$ cat src/rtl/cpuif_ctrl_bank.sv
module cpuif_ctrl_bank #(
  parameter int NPROC  = 3,
  parameter int REV    = 2,
  parameter int SECEXT = 1,
  parameter int AW     = 12,
  parameter int IDW    = 10,
  localparam int IW    = NPROC > 1 ? $clog2(NPROC) : 1
) (
  input  logic                 clk,
  input  logic                 rst_n,
  input  logic [IW-1:0]        acc_cpu,
  input  logic                 acc_secure,
  input  logic [AW-1:0]        acc_addr,
  input  logic                 acc_we,
  input  logic [31:0]          acc_wdata,
  output logic [31:0]          rd_data,
  input  logic                 dist_en_g0,
  input  logic                 dist_en_g1,
  input  logic [NPROC-1:0]     irq_in,
  input  logic [NPROC*IDW-1:0] pend_in,
  output logic [NPROC-1:0]     irq_out,
  output logic [NPROC*IDW-1:0] pend_out
);
  localparam logic [31:0] WMASK  = (REV == 2) ? (SECEXT != 0 ? 32'h61F : 32'h21F)
                                              : (SECEXT != 0 ? 32'h01F : 32'h001);
  localparam logic [31:0] NSMASK = (REV == 2) ? 32'h402 : 32'h002;
  localparam logic [31:0] ALIAS  = 32'h402;
  localparam logic [AW-1:0] OFS_CTL = AW'(0);
  localparam logic [AW-1:0] OFS_PMR = AW'(4);
  localparam logic [IDW-1:0] SPURIOUS = IDW'(1023);

  logic [NPROC-1:0][31:0] ctl_q;
  logic [NPROC-1:0][7:0]  pmr_q;
  logic [31:0] ctl_cur, ctl_view, ctl_next, rd_next;
  logic [7:0]  pmr_cur;

  wire cpu_ok  = int'(acc_cpu) < NPROC;
  wire ns_view = (SECEXT != 0) && !acc_secure;
  wire sel_ctl = cpu_ok && (acc_addr == OFS_CTL);
  wire sel_pmr = cpu_ok && (acc_addr == OFS_PMR);

  always_comb begin
    ctl_cur = '0;
    pmr_cur = '0;
    if (cpu_ok) begin
      ctl_cur = ctl_q[acc_cpu];
      pmr_cur = pmr_q[acc_cpu];
    end
  end

  assign ctl_view = ns_view ? ((ctl_cur & ALIAS) >> 1) : ctl_cur;
  assign ctl_next = ns_view ? ((ctl_cur & ~NSMASK) | ((acc_wdata << 1) & NSMASK))
                            : (acc_wdata & WMASK);
  assign rd_next  = sel_ctl ? ctl_view : (sel_pmr ? {24'b0, pmr_cur} : 32'b0);

  always_ff @(posedge clk or negedge rst_n)
    if (!rst_n) rd_data <= '0;
    else        rd_data <= rd_next;

  wire dist_on = dist_en_g0 | dist_en_g1;

  for (genvar g = 0; g < NPROC; g++) begin : g_proc
    wire hit = acc_we && (acc_cpu == IW'(g));

    always_ff @(posedge clk or negedge rst_n)
      if (!rst_n) begin
        ctl_q[g] <= '0;
        pmr_q[g] <= '0;
      end else begin
        if (hit && sel_ctl) ctl_q[g] <= ctl_next;
        if (hit && sel_pmr) pmr_q[g] <= acc_wdata[7:0];
      end

    wire fwd = dist_on && (ctl_q[g][0] | ctl_q[g][1]);
    assign irq_out[g] = irq_in[g] & fwd;
    assign pend_out[g*IDW +: IDW] = fwd ? pend_in[g*IDW +: IDW] : SPURIOUS;
  end
endmodule

$ cat config.mk
export PLATFORM = sky130hd
export DESIGN_NAME = cpuif_ctrl_bank
export DESIGN_NICKNAME = d
export VERILOG_FILES = /design/src/rtl/cpuif_ctrl_bank.sv
export SDC_FILE = /design/constraint.sdc
export NUM_CORES = 1
export LEC_CHECK = 0
export ABC_AREA = 1
export BUFFER_PORTS_ARGS = -buffer_cell sky130_fd_sc_hd__buf_2
export CORE_MARGIN = 4
export CORE_UTILIZATION = 51
export CTS_BUF_LIST = sky130_fd_sc_hd__clkbuf_2
export CTS_CLUSTER_SIZE = 30
export DETAILED_ROUTE_END_ITERATION = 10
export GPL_TIMING_DRIVEN = 0
export PLACE_DENSITY_LB_ADDON = 0.3
export SLEW_MARGIN = 20
export SYNTH_ARGS = -nofsm -noshare
export SYNTH_HDL_FRONTEND = slang
export SYNTH_SLANG_ARGS = --single-unit
$ cat constraint.sdc
create_clock -name clk -period 1.1 [get_ports clk]
set_clock_uncertainty 0.1 [all_clocks]
set_input_delay 0.11 -clock clk [delete_from_list [all_inputs] [get_ports clk]]
set_output_delay 0.11 -clock clk [all_outputs]
set_load 0.005 [all_outputs]
==> run summary, run 1 <==
Clock network fraction of design power: 32.8%
Routed wire length: 18500 um
Largest stage delay, worst path: 480 ps
Die Span Y: 123 um
Startpoint of the lowest-slack hold path: acc_cpu[0]
Post-synth ARST share: 100%
Kind of capture point of the worst setup path: output pin
Buffer levels on the longest clock path: 2
EDFF count, synth: 0
Nets@finish: 1105
Number of global-route vias before repair: 6051
Average via count per standard cell: 5.14
Nets in the synthesized netlist: 922
Design internal power: 6.81 mW
Launch point of the critical path: ctl_q[0]$_DFFE_PN0P_
Transition at the pin with the smallest max-transition slack: 673 ps
Floorplan row count: 41
Buffers added on ports: 126
Initial antenna violation count: 0
Cell at the slowest stage of the critical path: sky130_fd_sc_hd__dfrtp_1
Number of vias after detailed routing: 6198
Final setup fails: 148
Switching power: 2.36 mW
Flop and latch count out of synthesis: 152
Core outline area: 0.0128 sq mm
Clock latency reported for the late side of the worst-skew pair: 750 ps
Post-placement setup slack: -503 ps
Area taken by multi-input logic gates: 0.00280 sq mm
Data arrival time of the critical path: 1820 ps
Synthesis-to-finish area growth: 29.3%
Worst slew margin relative to its limit: 55.2%
Cell count after synthesis: 837
Global routing usage summed across all routing layers: 25.1%
Fin crit share: 184%
Endpoints failing hold: 174
Antenna Diode Count: 0
Switching share of power: 25.8%
Run status: finished, violations left
Peak supply drop: 0.00114 V
Die ar.: 0.0151 sq mm
Category of the most critical setup path: reg2out
Maximum achievable frequency: 493 MHz
Pin count of the biggest net entering global routing: 94
Final Wtd Congestion: 0.820
1st-iter DRT viols: 578
Violations in the final reports: negative hold slack, negative setup slack
Maximum Capacitance Violations: 0
CTS Root Buffer Type: sky130_fd_sc_hd__clkbuf_2
Predominant post-synthesis flop cell: sky130_fd_sc_hd__dfrtp_1
Register clock-pin slew on the reported worst setup and hold paths: 190 ps
First-pass GRT wire length: 29400 um
Setup repair after global routing missed its margin: yes
DRC violation count after routing: 0
Starting density of the core: 52.6%
Pwr per Cell Area: 1050 mW/mm^2
Part of the total power dissipated in combinational logic: 6.2%
Source of the worst register-to-register timing path: ctl_q[1]$_DFFE_PN0P_
Cell-by-cell trace of the critical path: o21ai_4 -> buf_6 -> or2_4 -> buf_6
Number of routed nets with antenna violations: 0
Number of distinct library cells after synthesis: 18
Area taken by flip-flops and latches: 0.00380 sq mm
Startpoint Class: register
Final-layout fill cell count: 1048
Setup TNS Final: -47030 ps
Sequential power share: 61.0%
Routed wire length per instance: 15.4 um
Worst path setup slack after routing: -929 ps
Max Fanout on Critical Path: 5
TritonRoute pass-1 iters: 5
CTS tree: built
Cell mode on critical path: sky130_fd_sc_hd__buf_6
Leakage Power: 4.40 nW
Sequential fraction of the synthesis area: 56.6%
Type of the worst min-delay path: in2reg
Total global routing overflow: 0
Final critical path time including I/O delays and setup: 2030 ps
Final-layout worst hold slack: -210 ps
Slew Viols, Final: 0
H-tree levels: 4
Number of buffers inserted during clock tree synthesis: 17
Count of warnings emitted by yosys: 0
I/O pin cnt: 150
Placed wire-length estimate: 11700 um
Req. time, crit path: 890 ps
Avg Synthesized Cell Area: 8.03 sq um
Total clock sinks: 152
Mapped Area: 0.00673 sq mm
Die outline width: 123 um
Fraction of layout cells with a size suffix above 1: 27.8%
## registers in the layout, summed over array words and instances (netlist names)
name,count
ctl_q,96
rd_data,32
pmr_q,24
## cell families after synthesis
group / after synthesis / synth area share, %
AOI/OAI and AO/OA: 85 / 6.33
buffers and inverters: 83 / 4.93
DFF: 152 / 56.6
muxes: 2 / 0.298
and+or+nand+nor: 515 / 31.9
## area by class of cell
cell class	instances	area share, %
flip-flops and latches	152	43.7
multi-input cells	603	32.2
repair buffers	163	13.7
plain buffers	43	3.61
well taps	172	2.47
inverters	40	1.75
clock inverters	14	1.52
clock buffers	18	1.04
## per-stage QoR
step                hold slack, ps  instances  utilization (%)  power (mW)  instance area [sq um]
finish                        -210       1205             68.1        9.17                   8700
global route                  -210       1205             68.1        9.54                   8700
CTS                           -313       1193             65.9        9.17                   8410
detailed placement            76.3       1136             60.4        6.19                   7720
global placement               240       1135             60.2        6.17                   7680
floorplan                     -286        837                -        5.86                   6840
## metal layers
metal / vias up / part of all wire, % / GRT usage [%]
met1: 2908 / 41 / 33.1
met2: 243 / 49 / 40.6
met4: 0 / 2.1 / 8.61
met3: 40 / 7.8 / 6.50
li1: 3007 / - / -
met5: - / 0 / 0
## synth_stat cells (6+ instances only)
library cell,number,share of area [%]
sky130_fd_sc_hd__clkbuf_1,24,1.3
sky130_fd_sc_hd__nor2_1,37,2.1
sky130_fd_sc_hd__o21ai_1,62,4.6
sky130_fd_sc_hd__nand2_1,376,21
sky130_fd_sc_hd__o21ai_0,23,1.7
sky130_fd_sc_hd__dfrtp_1,152,57
sky130_fd_sc_hd__buf_2,16,1.2
sky130_fd_sc_hd__or2_2,30,2.8
sky130_fd_sc_hd__nand3_1,48,3.6
sky130_fd_sc_hd__inv_2,6,0.33
sky130_fd_sc_hd__inv_1,34,1.9
sky130_fd_sc_hd__nor2_2,6,0.56
sky130_fd_sc_hd__nand4_1,13,1.2
## power groups by stage
stage	sequential [mW]	combinational, mW	clock, mW
global route	5.60	0.629	3.31
finish	5.60	0.568	3.01
global placement	5.70	0.475	0
detailed placement	5.70	0.495	0
CTS	5.60	0.548	3.02
floorplan	5.70	0.163	0
## worst paths after layout
kind                                          to  slack [ps]  cells past startpoint
hold reg to reg            pmr_q[22]$_DFFE_PN0P_         410                      2
setup / recovery                     pend_out[0]        -930                      4
max in group asynchronous  pmr_q[15]$_DFFE_PN0P_         320                      3
hold / removal              pmr_q[3]$_DFFE_PN0P_        -210                      6
setup reg to reg            rd_data[1]$_DFF_PN0_        -190                      5
min in group asynchronous  ctl_q[49]$_DFFE_PN0P_        -170                      2
## critical path, delay by kind of cell, from the launching register on
kind | cells | cell delay (ps)
simple gates | 1 | 120
flops | 1 | 480
compound gates | 1 | 260
buf+inv | 2 | 230
## placed cells by master (no fill, tap or decap), drive strengths merged
| cell | n |
|---|---|
| bufinv | 2 |
| clkinvlp | 3 |
| o21ai | 85 |
| dlygate4sd3 | 15 |
| dfrtp | 152 |
| inv | 41 |
| nand2 | 376 |
| mux2i | 2 |
| buf | 171 |
| nor2 | 43 |
| nand4 | 15 |
| clkinv | 8 |
| clkbuf | 38 |
| nand3 | 50 |
| and3 | 2 |
| or2 | 30 |
## repair_timing
action / 4_1_cts / 5_1_grt
setup buffers: 6 / 9
hold endpoints to repair: 273 / 189
pin swaps: 12 / 9
endpoints found under the setup margin: 66 / 158
gates resized for setup: 65 / 58
gates cloned: 3 / 4
hold buffers: 16 / 2
Power figures use the tool's default switching activity.
==> run 2, diff against run 1 <==
Settings changed: CORE_MARGIN 4 to default, CORE_UTILIZATION 51 to 50, GPL_TIMING_DRIVEN 0 to default.
==> run 2 against run 1 <==
Effect of this change: the run still ends with negative hold slack, negative setup slack left; worst hold slack improved by 36 ps; combinational power increased by 30%; clock power increased by 20%; critical path depth unchanged; clock-buffer cell count increased by 2; global-route usage increased by 1.9 points; utilization increased by 3.5 points; sequential power about the same; power increased by 8.5%; worst setup slack improved by 25 ps; via count increased by 4.3%; critical path type unchanged.
==> run summary, run 2 (synthesized netlist as in run 1, its figures left out) <==
Run status: finished, violations left
Buffers added on ports: 127
Die ar.: 0.0139 sq mm
Final-layout fill cell count: 965
Number of routed nets with antenna violations: 0
Transition at the pin with the smallest max-transition slack: 513 ps
Kind of capture point of the worst setup path: output pin
Cell at the slowest stage of the critical path: sky130_fd_sc_hd__dfrtp_1
Final-layout worst hold slack: -175 ps
Register clock-pin slew on the reported worst setup and hold paths: 210 ps
Final critical path time including I/O delays and setup: 2000 ps
Pin count of the biggest net entering global routing: 61
Violations in the final reports: negative hold slack, negative setup slack
I/O pin cnt: 150
Top library cells by usage in the layout, fill and taps aside: 348 x sky130_fd_sc_hd__nand2_1, 152 x sky130_fd_sc_hd__dfrtp_1, 96 x sky130_fd_sc_hd__buf_2
CTS Root Buffer Type: sky130_fd_sc_hd__clkbuf_2
Worst slew margin relative to its limit: 65.8%
Core outline area: 0.0132 sq mm
Average via count per standard cell: 5.19
Type of the worst min-delay path: in2reg
Placed wire-length estimate: 10900 um
Post-placement setup slack: -318 ps
Depth of the worst register-to-register path: 8
Number of global-route vias before repair: 6338
Final setup fails: 109
Setup TNS Final: -42390 ps
Slew Viols, Final: 0
Cell-by-cell trace of the critical path: o21ai_2 -> buf_6 -> or2_4 -> buf_6
Largest stage delay, worst path: 440 ps
Startpoint Class: register
Maximum Capacitance Violations: 0
Synthesis-to-finish area growth: 40.4%
Max Fanout on Critical Path: 6
GR Util met1: 35.3%
First-pass GRT wire length: 29800 um
Global route hottest layer: met2
TritonRoute pass-1 iters: 5
Die Span Y: 118 um
Most common library cell in the layout ignoring fill and taps: sky130_fd_sc_hd__nand2_1
Largest register by flop count: ctl_q
Total global routing overflow: 0
Routed wire length: 19300 um
Met2 Resource Use GR: 43.2%
CP delay by family, top: flip-flops
Routed wire length per instance: 15.5 um
1st-iter DRT viols: 519
H-tree levels: 4
Maximum achievable frequency: 499 MHz
Initial antenna violation count: 0
Floorplan row count: 42
Leakage Power: 4.77 nW
Category of the most critical setup path: reg2out
Setup repair after global routing missed its margin: yes
Cell mode on critical path: sky130_fd_sc_hd__buf_6
Cell count of the worst hold path: 7
Fraction of layout cells with a size suffix above 1: 33.2%
Starting density of the core: 51.0%
Met3 track demand over resource in global routing: 5.52%
Nets@finish: 1142
Global routing usage summed across all routing layers: 27.1%
Fin crit share: 182%
Endpoints failing hold: 30
Pwr per Cell Area: 1050 mW/mm^2
DRC violation count after routing: 0
Largest registers ranked by flip-flop count: ctl_q x96, rd_data x32, pmr_q x24
Die outline width: 118 um
Data arrival time of the critical path: 1790 ps
Number of vias after detailed routing: 6462
Buffer levels on the longest clock path: 2
Total clock sinks: 152
Worst path setup slack after routing: -904 ps
Final Wtd Congestion: 0.872
CTS tree: built
Peak supply drop: 0.000636 V
Largest register FFs: 96
Antenna Diode Count: 0
Req. time, crit path: 890 ps
Clock latency reported for the late side of the worst-skew pair: 740 ps
Crit path depth: 4
Critical path buffer and inverter count: 2
Number of buffers inserted during clock tree synthesis: 17
## run 2: cell types whose count changed in the layout (fill, tap and decap cells not counted), moves of 5 or more
cell                            delta
sky130_fd_sc_hd__nand3_2           +5
sky130_fd_sc_hd__nor2_2            +9
sky130_fd_sc_hd__clkbuf_4          -8
sky130_fd_sc_hd__nand2_2          +17
sky130_fd_sc_hd__nand3_1           -7
sky130_fd_sc_hd__buf_2            -22
sky130_fd_sc_hd__buf_8             -5
sky130_fd_sc_hd__nor2_1           -10
sky130_fd_sc_hd__nand2_1          -18
sky130_fd_sc_hd__buf_6            +18
sky130_fd_sc_hd__buf_4            +42
sky130_fd_sc_hd__dlygate4sd3_1     +7
sky130_fd_sc_hd__buf_12           +16
## run 2: through the flow
| step | instances | power, mW | util [%] | hold slack (ps) | instance area, sq um |
|---|---|---|---|---|---|
| after floorplan | 837 | 5.86 | - | -286 | 6840 |
| after global placement | 1170 | 6.32 | 62.1 | -126 | 8200 |
| after detailed placement | 1170 | 6.32 | 62.1 | -128 | 8200 |
| after CTS | 1233 | 9.95 | 68.9 | -207 | 9090 |
| after global routing | 1246 | 10.3 | 71.6 | -187 | 9440 |
| final | 1246 | 9.96 | 71.6 | -175 | 9440 |
## run 2: worst paths after layout
kind | from | endpoint | slack (ps)
max | ctl_q[64]$_DFFE_PN0P_ | pend_out[20] | -900
min | acc_addr[3] | rd_data[2]$_DFF_PN0_ | -170
max reg2reg | ctl_q[64]$_DFFE_PN0P_ | ctl_q[32]$_DFFE_PN0P_ | -240
min reg2reg | pmr_q[11]$_DFFE_PN0P_ | pmr_q[11]$_DFFE_PN0P_ | 410
max in group asynchronous | rst_n | ctl_q[76]$_DFFE_PN0P_ | 210
min in group asynchronous | rst_n | ctl_q[85]$_DFFE_PN0P_ | 200
## run 2: layout make-up
type	count	area (sq um)	area share, %
Clock buffer	20	100	1.06
Clock inverter	12	180	1.91
Inverter	40	158	1.67
Multi-Input combinational cell	602	2900	30.7
Sequential cell	152	3800	40.3
Tap cell	176	220	2.33
Timing Repair Buffer	244	2080	22.1
## run 2: worst register-to-register path: stages (launching register included)
cell                      delay [ps]
sky130_fd_sc_hd__dfrtp_1         460
sky130_fd_sc_hd__buf_4           150
sky130_fd_sc_hd__buf_6           110
sky130_fd_sc_hd__nand2_2          60
sky130_fd_sc_hd__nand3_1          60
sky130_fd_sc_hd__nand2_1          90
sky130_fd_sc_hd__nand2_2          90
sky130_fd_sc_hd__nand2_2          70
sky130_fd_sc_hd__nand2_1          50
## run 2: power by group
group | switching [mW] | total [mW] | internal (mW) | leakage (nW)
sequential | 0.000965 | 5.60 | 5.60 | 2.12
combinational | 0.419 | 0.737 | 0.318 | 2.48
clock | 1.91 | 3.62 | 1.71 | 0.172
total | 2.33 | 9.96 | 7.62 | 4.77
## run 2: what timing repair did
| item | CTS | global route |
|---|---|---|
| resized for setup | 87 | 77 |
| setup buffers | 4 | 8 |
| pin swaps | 8 | 28 |
| endpoints found under the hold margin | 304 | 132 |
| cloned | 3 | 7 |
| hold buffers | 24 | 3 |
| endpoints found under the setup margin | 71 | 217 |
## run 2: layer usage
layer | wire length [um] | part of all wire, % | vias up
li1 | - | - | 3076
met1 | 8130 | 42 | 3075
met2 | 9630 | 50 | 262
met3 | 1020 | 5.3 | 49
met4 | 512 | 2.7 | 0
met5 | 0 | 0 | -
